$ cat config.mk
export PLATFORM = sky130hd
export DESIGN_NAME = spi_ctrl
export DESIGN_NICKNAME = d
export VERILOG_FILES = /design/src/rtl/spi_ctrl_pkg.sv /design/src/rtl/spi_tick_gen.sv /design/src/rtl/spi_ext_sync.sv /design/src/rtl/spi_shift_fsm.sv /design/src/rtl/spi_ctrl.sv
export SDC_FILE = /design/constraint.sdc
export NUM_CORES = 1
export LEC_CHECK = 0
export BUFFER_PORTS_ARGS = -buffer_cell sky130_fd_sc_hd__clkbuf_2
export CORE_ASPECT_RATIO = 1.25
export CORE_MARGIN = 3
export CORE_UTILIZATION = 52
export CTS_CLUSTER_DIAMETER = 50
export DETAILED_ROUTE_END_ITERATION = 10
export GPL_TIMING_DRIVEN = 0
export PLACE_DENSITY = 0.82
export SETUP_SLACK_MARGIN = 0.15
export SLEW_MARGIN = 15
export SYNTH_ARGS = -nofsm -noshare
export SYNTH_HDL_FRONTEND = slang
export SYNTH_HIERARCHICAL = 1
export SYNTH_SLANG_ARGS = --single-unit
$ cat constraint.sdc
create_clock -name clk -period 2.7 [get_ports clk]
set_input_delay 0.54 -clock clk [delete_from_list [all_inputs] [get_ports clk]]
set_output_delay 0.54 -clock clk [all_outputs]
set_load 0.1 [all_outputs]
$ cat src/rtl/spi_ctrl_pkg.sv
package spi_ctrl_pkg;

    typedef enum logic [1:0] {
        ST_IDLE  = 2'd0,
        ST_SETUP = 2'd1,
        ST_SHIFT = 2'd2,
        ST_HOLD  = 2'd3
    } xfer_state_t;

    typedef enum logic [1:0] {
        RA_CTRL = 2'd0,
        RA_STAT = 2'd1,
        RA_DATA = 2'd2,
        RA_SEL  = 2'd3
    } reg_addr_t;

    localparam int STAT_BUSY_BIT  = 0;
    localparam int STAT_FAULT_BIT = 1;

endpackage

$ cat src/rtl/spi_tick_gen.sv
// Half-period tick generator: while run is high it pulses tick once every
// (2 << div) system clocks; while run is low it stays reloaded.
module spi_tick_gen #(
    parameter int DIVW = 2
) (
    input  logic            clk,
    input  logic            rst_n,
    input  logic            run,
    input  logic [DIVW-1:0] div,
    output logic            tick
);
    localparam int MAX_HALF = 2 << ((1 << DIVW) - 1);
    localparam int CW       = $clog2(MAX_HALF);

    logic [CW-1:0] cnt;
    logic [CW-1:0] reload;

    assign reload = CW'((2 << div) - 1);
    assign tick   = run && (cnt == '0);

    always_ff @(posedge clk or negedge rst_n) begin
        if (!rst_n)
            cnt <= '0;
        else if (!run || cnt == '0)
            cnt <= reload;
        else
            cnt <= cnt - 1'b1;
    end
endmodule

$ cat src/rtl/spi_ext_sync.sv
// Synchroniser for the asynchronous external select plus falling-edge pulse.
module spi_ext_sync #(
    parameter int STAGES = 2
) (
    input  logic clk,
    input  logic rst_n,
    input  logic async_n,
    output logic lvl,
    output logic fall
);
    logic [STAGES-1:0] chain;
    logic              prev;

    always_ff @(posedge clk or negedge rst_n) begin
        if (!rst_n) begin
            chain <= '1;
            prev  <= 1'b1;
        end else begin
            chain <= {chain[STAGES-2:0], async_n};
            prev  <= chain[STAGES-1];
        end
    end

    assign lvl  = chain[STAGES-1];
    assign fall = prev & ~lvl;
endmodule

$ cat src/rtl/spi_shift_fsm.sv
// Byte shift engine covering all four polarity/phase modes.
module spi_shift_fsm
    import spi_ctrl_pkg::*;
#(
    parameter int W = 8
) (
    input  logic         clk,
    input  logic         rst_n,
    input  logic         start,
    input  logic         abort,
    input  logic         cpol,
    input  logic         cpha,
    input  logic         tick,
    input  logic         miso,
    input  logic [W-1:0] tx_byte,
    output logic         busy,
    output logic         sck,
    output logic         mosi,
    output logic         rx_valid,
    output logic [W-1:0] rx_byte
);
    localparam int EDGES = 2 * W;
    localparam int EW    = $clog2(EDGES);
    localparam logic [EW-1:0] LAST_EDGE = EW'(EDGES - 1);

    xfer_state_t   state_q, state_d;
    logic [EW-1:0] edge_cnt;
    logic [W-1:0]  shreg;
    logic [W-1:0]  rxsh;
    logic          lead_edge, sample_edge, launch_edge;

    // leading edge = even edge index; sampling edge depends on phase
    assign lead_edge   = ~edge_cnt[0];
    assign sample_edge = lead_edge ^ cpha;
    assign launch_edge = ~sample_edge & ~(cpha & (edge_cnt == '0));

    // state register
    always_ff @(posedge clk or negedge rst_n) begin
        if (!rst_n)
            state_q <= ST_IDLE;
        else
            state_q <= state_d;
    end

    // next state
    always_comb begin
        state_d = state_q;
        if (abort) begin
            state_d = ST_IDLE;
        end else begin
            unique case (state_q)
                ST_IDLE:  if (start) state_d = ST_SETUP;
                ST_SETUP: if (tick)  state_d = ST_SHIFT;
                ST_SHIFT: if (tick && edge_cnt == LAST_EDGE) state_d = ST_HOLD;
                ST_HOLD:  if (tick)  state_d = ST_IDLE;
                default:  state_d = ST_IDLE;
            endcase
        end
    end

    // outputs and datapath
    always_ff @(posedge clk or negedge rst_n) begin
        if (!rst_n) begin
            sck      <= 1'b0;
            shreg    <= '0;
            rxsh     <= '0;
            edge_cnt <= '0;
            rx_valid <= 1'b0;
            rx_byte  <= '0;
        end else begin
            rx_valid <= 1'b0;
            if (abort) begin
                sck      <= cpol;
                edge_cnt <= '0;
            end else begin
                unique case (state_q)
                    ST_IDLE: begin
                        sck <= cpol;
                        if (start) begin
                            shreg    <= tx_byte;
                            edge_cnt <= '0;
                        end
                    end
                    ST_SHIFT: begin
                        if (tick) begin
                            sck      <= ~sck;
                            edge_cnt <= edge_cnt + 1'b1;
                            if (sample_edge)
                                rxsh <= {rxsh[W-2:0], miso};
                            if (launch_edge)
                                shreg <= {shreg[W-2:0], 1'b0};
                        end
                    end
                    ST_HOLD: begin
                        if (tick) begin
                            rx_valid <= 1'b1;
                            rx_byte  <= rxsh;
                        end
                    end
                    default: ;
                endcase
            end
        end
    end

    assign busy = (state_q != ST_IDLE);
    assign mosi = shreg[W-1];
endmodule

$ cat src/rtl/spi_ctrl.sv
// Serial peripheral master with a four-register synchronous port.
module spi_ctrl
    import spi_ctrl_pkg::*;
#(
    parameter int NSEL = 4,
    parameter int DW   = 8,
    parameter int DIVW = 2
) (
    input  logic            clk,
    input  logic            rst_n,
    input  logic [1:0]      reg_sel,
    input  logic            reg_wr,
    input  logic [DW-1:0]   reg_wdata,
    output logic [DW-1:0]   reg_rdata,
    output logic            sck,
    output logic            mosi,
    input  logic            miso,
    output logic [NSEL-1:0] sel_n,
    input  logic            ext_sel_n
);
    localparam int CPOL_BIT = DIVW;
    localparam int CPHA_BIT = DIVW + 1;

    logic [DIVW-1:0] cfg_div;
    logic            cfg_cpol, cfg_cpha;
    logic [NSEL-1:0] sel_q;
    logic            fault_q;
    logic [DW-1:0]   rx_q;

    logic            busy, tick, rx_valid;
    logic [DW-1:0]   rx_byte;
    logic            ext_lvl, ext_fall;
    logic            wr_ctrl, wr_stat, wr_data, wr_sel, start;
    logic            wdata_unused;

    assign wdata_unused = ^reg_wdata;

    assign wr_ctrl = reg_wr && (reg_sel == RA_CTRL);
    assign wr_stat = reg_wr && (reg_sel == RA_STAT);
    assign wr_data = reg_wr && (reg_sel == RA_DATA);
    assign wr_sel  = reg_wr && (reg_sel == RA_SEL);
    assign start   = wr_data && !busy && !ext_fall;

    spi_ext_sync #(.STAGES(2)) u_sync (
        .clk     (clk),
        .rst_n   (rst_n),
        .async_n (ext_sel_n),
        .lvl     (ext_lvl),
        .fall    (ext_fall)
    );

    spi_tick_gen #(.DIVW(DIVW)) u_tick (
        .clk   (clk),
        .rst_n (rst_n),
        .run   (busy),
        .div   (cfg_div),
        .tick  (tick)
    );

    spi_shift_fsm #(.W(DW)) u_fsm (
        .clk      (clk),
        .rst_n    (rst_n),
        .start    (start),
        .abort    (ext_fall),
        .cpol     (cfg_cpol),
        .cpha     (cfg_cpha),
        .tick     (tick),
        .miso     (miso),
        .tx_byte  (reg_wdata),
        .busy     (busy),
        .sck      (sck),
        .mosi     (mosi),
        .rx_valid (rx_valid),
        .rx_byte  (rx_byte)
    );

    always_ff @(posedge clk or negedge rst_n) begin
        if (!rst_n) begin
            cfg_div  <= '0;
            cfg_cpol <= 1'b0;
            cfg_cpha <= 1'b0;
            sel_q    <= '1;
            fault_q  <= 1'b0;
            rx_q     <= '0;
        end else begin
            if (wr_ctrl && !busy) begin
                cfg_div  <= reg_wdata[DIVW-1:0];
                cfg_cpol <= reg_wdata[CPOL_BIT];
                cfg_cpha <= reg_wdata[CPHA_BIT];
            end
            if (ext_fall)
                sel_q <= '1;
            else if (wr_sel)
                sel_q <= reg_wdata[NSEL-1:0];
            if (ext_fall)
                fault_q <= 1'b1;
            else if (wr_stat && reg_wdata[STAT_FAULT_BIT])
                fault_q <= 1'b0;
            if (rx_valid)
                rx_q <= rx_byte;
        end
    end

    always_comb begin
        reg_rdata = '0;
        unique case (reg_addr_t'(reg_sel))
            RA_CTRL: reg_rdata[CPHA_BIT:0] = {cfg_cpha, cfg_cpol, cfg_div};
            RA_STAT: begin
                reg_rdata[STAT_BUSY_BIT]  = busy;
                reg_rdata[STAT_FAULT_BIT] = fault_q;
            end
            RA_DATA: reg_rdata = rx_q;
            RA_SEL:  reg_rdata[NSEL-1:0] = sel_q;
            default: reg_rdata = '0;
        endcase
    end

    assign sel_n = sel_q;
endmodule

==> impl_metrics.ini <==
[outcome]
status = completed

[clock_tree]
clock_sinks = 56
cts_tree = built
numCtsBuffers = 5
cts.root.buffer_cell = clkbuf_8
clk_pin_slew_ns = 0.11
ctsHoldBuffers = 0
clock_latency_ns = 0.32
htree_num_levels = 2
clk_path_buf_depth = 2

[floorplan]
start_util_pct = 55.89
die_w_um = 70.94
dieArea_um2 = 6185
pin_count = 29
core_region_area_um2 = 4905
fp.dieH_um = 87.18
core.rowCount = 28

[placed_design]
port_buffers = 26
dp_hpwl_mm = 3.642
place_congestion = 0.8005
placed_cell_area_um2 = 2949
dp.cells = 302

[timing]
slew_viol_final = 0
timing.final.hold_violations = 0
worstMarginPinSlew_ns = 0.7583
maxSlewHeadroom_pct = 49.45
fin_setup_tns_ns = 0
skew_ns = 0.01317
finalCritPeriodShare_pct = 90.66
rsz0062_at_grt = no
setup_viol = 0
period_needed_ns = 2.448
fmax_mhz = 408.5

[grt]
grt_usage_pct = 17.69
grt_max_degree = 57
grt-ovfl-total = 0
grt_pass1_wl_mm = 8.500
antenna_found_initial = 0
grt_pass1_vias = 1768

[synth]
synth-seq-area-share_pct = 51.44
synth_cell_types = 49
yosysWarnings = 6
synth_edf_count = 0
synth_ff_type = dfrtp_1
syn_area_um2 = 2741
synth-seq-cells = 56
async_flop_share_pct = 100.0
syn_nets = 238
synthCells = 216
postSynthAreaPerCell_um2 = 12.69

[drt]
drt.antenna.violating_nets = 0
drt_iter0_drc = 61
wl_per_cell_um = 15.89
routed_wl_mm = 5.005
num_vias = 1761
firstDrtPassIters = 4
via_per_inst = 5.590
post-route-drc-count = 0

[pwr]
switchingPower_mw = 1.133
pwr_density_cell_nw_per_um2 = 908.7
power.leakage_nw = 1.468
p_int_mw = 1.698
p_seq_share_pct = 40.8
switching_share_pct = 40.02
finalPower_mw = 2.831
power_frac_comb_pct = 42.3
clockPowerShare_pct = 16.9
vdd_drop_max_mv = 0.4008

[worst_setup_path]
critPathMaxFanout = 5
end_kind = output pin
worst-endpoint-arrival_ns = 1.91
path_class = reg -> out
start_kind = flop
crit_required_ns = 2.16

[final_layout]
fin_nets = 276
fillers = 386
area_delta_synth_final_pct = 13.65
fin_cells = 315
register_area_um2 = 1411
multi_input_area_um2 = 1227
insertedDiodeCount = 0
drive_gt1_share_pct = 38.04
stdcell_area_um2 = 3115
finish.utilization_pct = 63.52

[hold_path]
min_path_type = in -> async

[run]
max_cap_violations = 0
Yosys cell counts, drive strengths merged (2+ instances only):
cell / count / share of area, %
a21oi: 11 / 2.0
a22o: 2 / 0.64
a31oi: 8 / 1.8
and2: 4 / 0.91
buf: 7 / 2.3
clkbuf: 3 / 0.41
dfrtp: 49 / 45
dfstp: 7 / 6.7
ha: 7 / 3.2
inv: 10 / 1.4
mux2: 31 / 13
mux2i: 14 / 5.1
mux4: 2 / 1.9
nand2: 5 / 0.68
nand2b: 3 / 0.96
nand3: 5 / 0.91
nand3b: 2 / 0.55
nand4b: 2 / 0.64
nor2: 13 / 1.8
nor2b: 5 / 1.7
nor3: 2 / 0.37
nor3b: 2 / 0.55
o21ai: 2 / 0.50
final cells by class:
type,instances,area share (%)
clock inverters,3,0.8835
flip-flops and latches,56,45.30
inverters,10,1.325
clock buffers,5,2.209
repair buffers,31,6.104
multi-input cells,140,39.40
plain buffers,10,2.369
well taps,60,2.410
cell families (layout without fill, tap and decap cells):
| kind of cell | after synthesis | in the layout | share of synthesized area (%) |
|---|---|---|---|
| AO/OA/AOI/OAI | 34 | 34 | 9.266 |
| buffers and inverters | 20 | 59 | 4.062 |
| flip-flops | 56 | 56 | 51.44 |
| multiplexers | 47 | 47 | 19.76 |
| XOR/XNOR | 2 | 2 | 0.6391 |
| AND/OR/NAND/NOR | 50 | 50 | 11.64 |
| adder cells (fa/ha/maj) | 7 | 7 | 3.195 |
power by group through the flow:
stage               clock (mW)  combinational, mW  sequential [mW]
floorplan                    0              0.770             1.28
detailed placement           0               1.09             1.17
finish                   0.478               1.20             1.15
CTS                      0.490               1.18             1.15
global placement             0               1.06             1.16
global route             0.525               1.30             1.18
worst max-delay path: stages (launching register included):
cell	delay (ns)
dfrtp_2	0.43
inv_2	0.09
ha_1	0.21
clkinvlp_4	0.14
mux4_2	0.49
clkbuf_16	0.22
routing by layer:
layer / global-route usage, % / up-vias / share of wire, %
met5: 0 / - / 0
met4: 7.179 / 0 / 1.6
met3: 4.042 / 8 / 3.0
met2: 29.62 / 27 / 53
met1: 22.15 / 876 / 42
li1: - / 850 / -
cells in the final DEF, fill, tap and decap left out, drive strengths merged, types with 3 or more instances in the layout:
master,instances
a21oi,11
a31oi,8
and2,4
buf,12
clkbuf,34
dfrtp,49
dfstp,7
ha,7
inv,10
mux2,31
mux2i,14
nand2,5
nand2b,3
nand3,5
nor2,13
nor2b,5
registers in the layout (all words and copies together), names as in the netlist:
register / flops
cfg_div: 2
u_sync/prev: 1
u_fsm/shreg: 8
cfg_cpol: 1
u_fsm/rx_valid: 1
fault_q: 1
u_fsm/edge_cnt: 4
u_fsm/sck: 1
u_tick/cnt: 4
rx_q: 8
u_sync/chain: 2
u_fsm/rx_byte: 8
cfg_cpha: 1
sel_n: 4
u_fsm/state_q: 2
u_fsm/rxsh: 8
through the flow:
stage                     hold slack, ns  setup slack, ns
final                             0.3057           0.2522
after global routing              0.2852           0.1788
after CTS                         0.2962           0.2089
after detailed placement          0.3476          -0.2901
after global placement            0.3458          -0.2902
after floorplan                   0.2444           0.1522
final timing paths:
path	startpoint	endpoint	slack (ns)	cells past startpoint
worst max-delay path	u_fsm/state_q[0]	reg_rdata[0]	0.25	5
worst min-delay path	rst_n	u_fsm/shreg[4]	0.31	1
worst max register to register	u_fsm/state_q[1]	u_fsm/rxsh[5]	0.30	9
worst min register to register	u_sync/chain[0]	u_sync/chain[1]	0.36	0
max in group asynchronous	rst_n	u_fsm/state_q[0]	1.87	1
min in group clk	ext_sel_n	u_sync/chain[0]	0.31	1
what timing repair did:
action | in CTS | in global routing
setup endpoints to repair | 32 | 8
gates resized for setup | 9 | 0
setup buffers | 3 | 2
pin swaps | 0 | 1
gates cloned | 0 | 0
(Power assumes the default switching activity.)
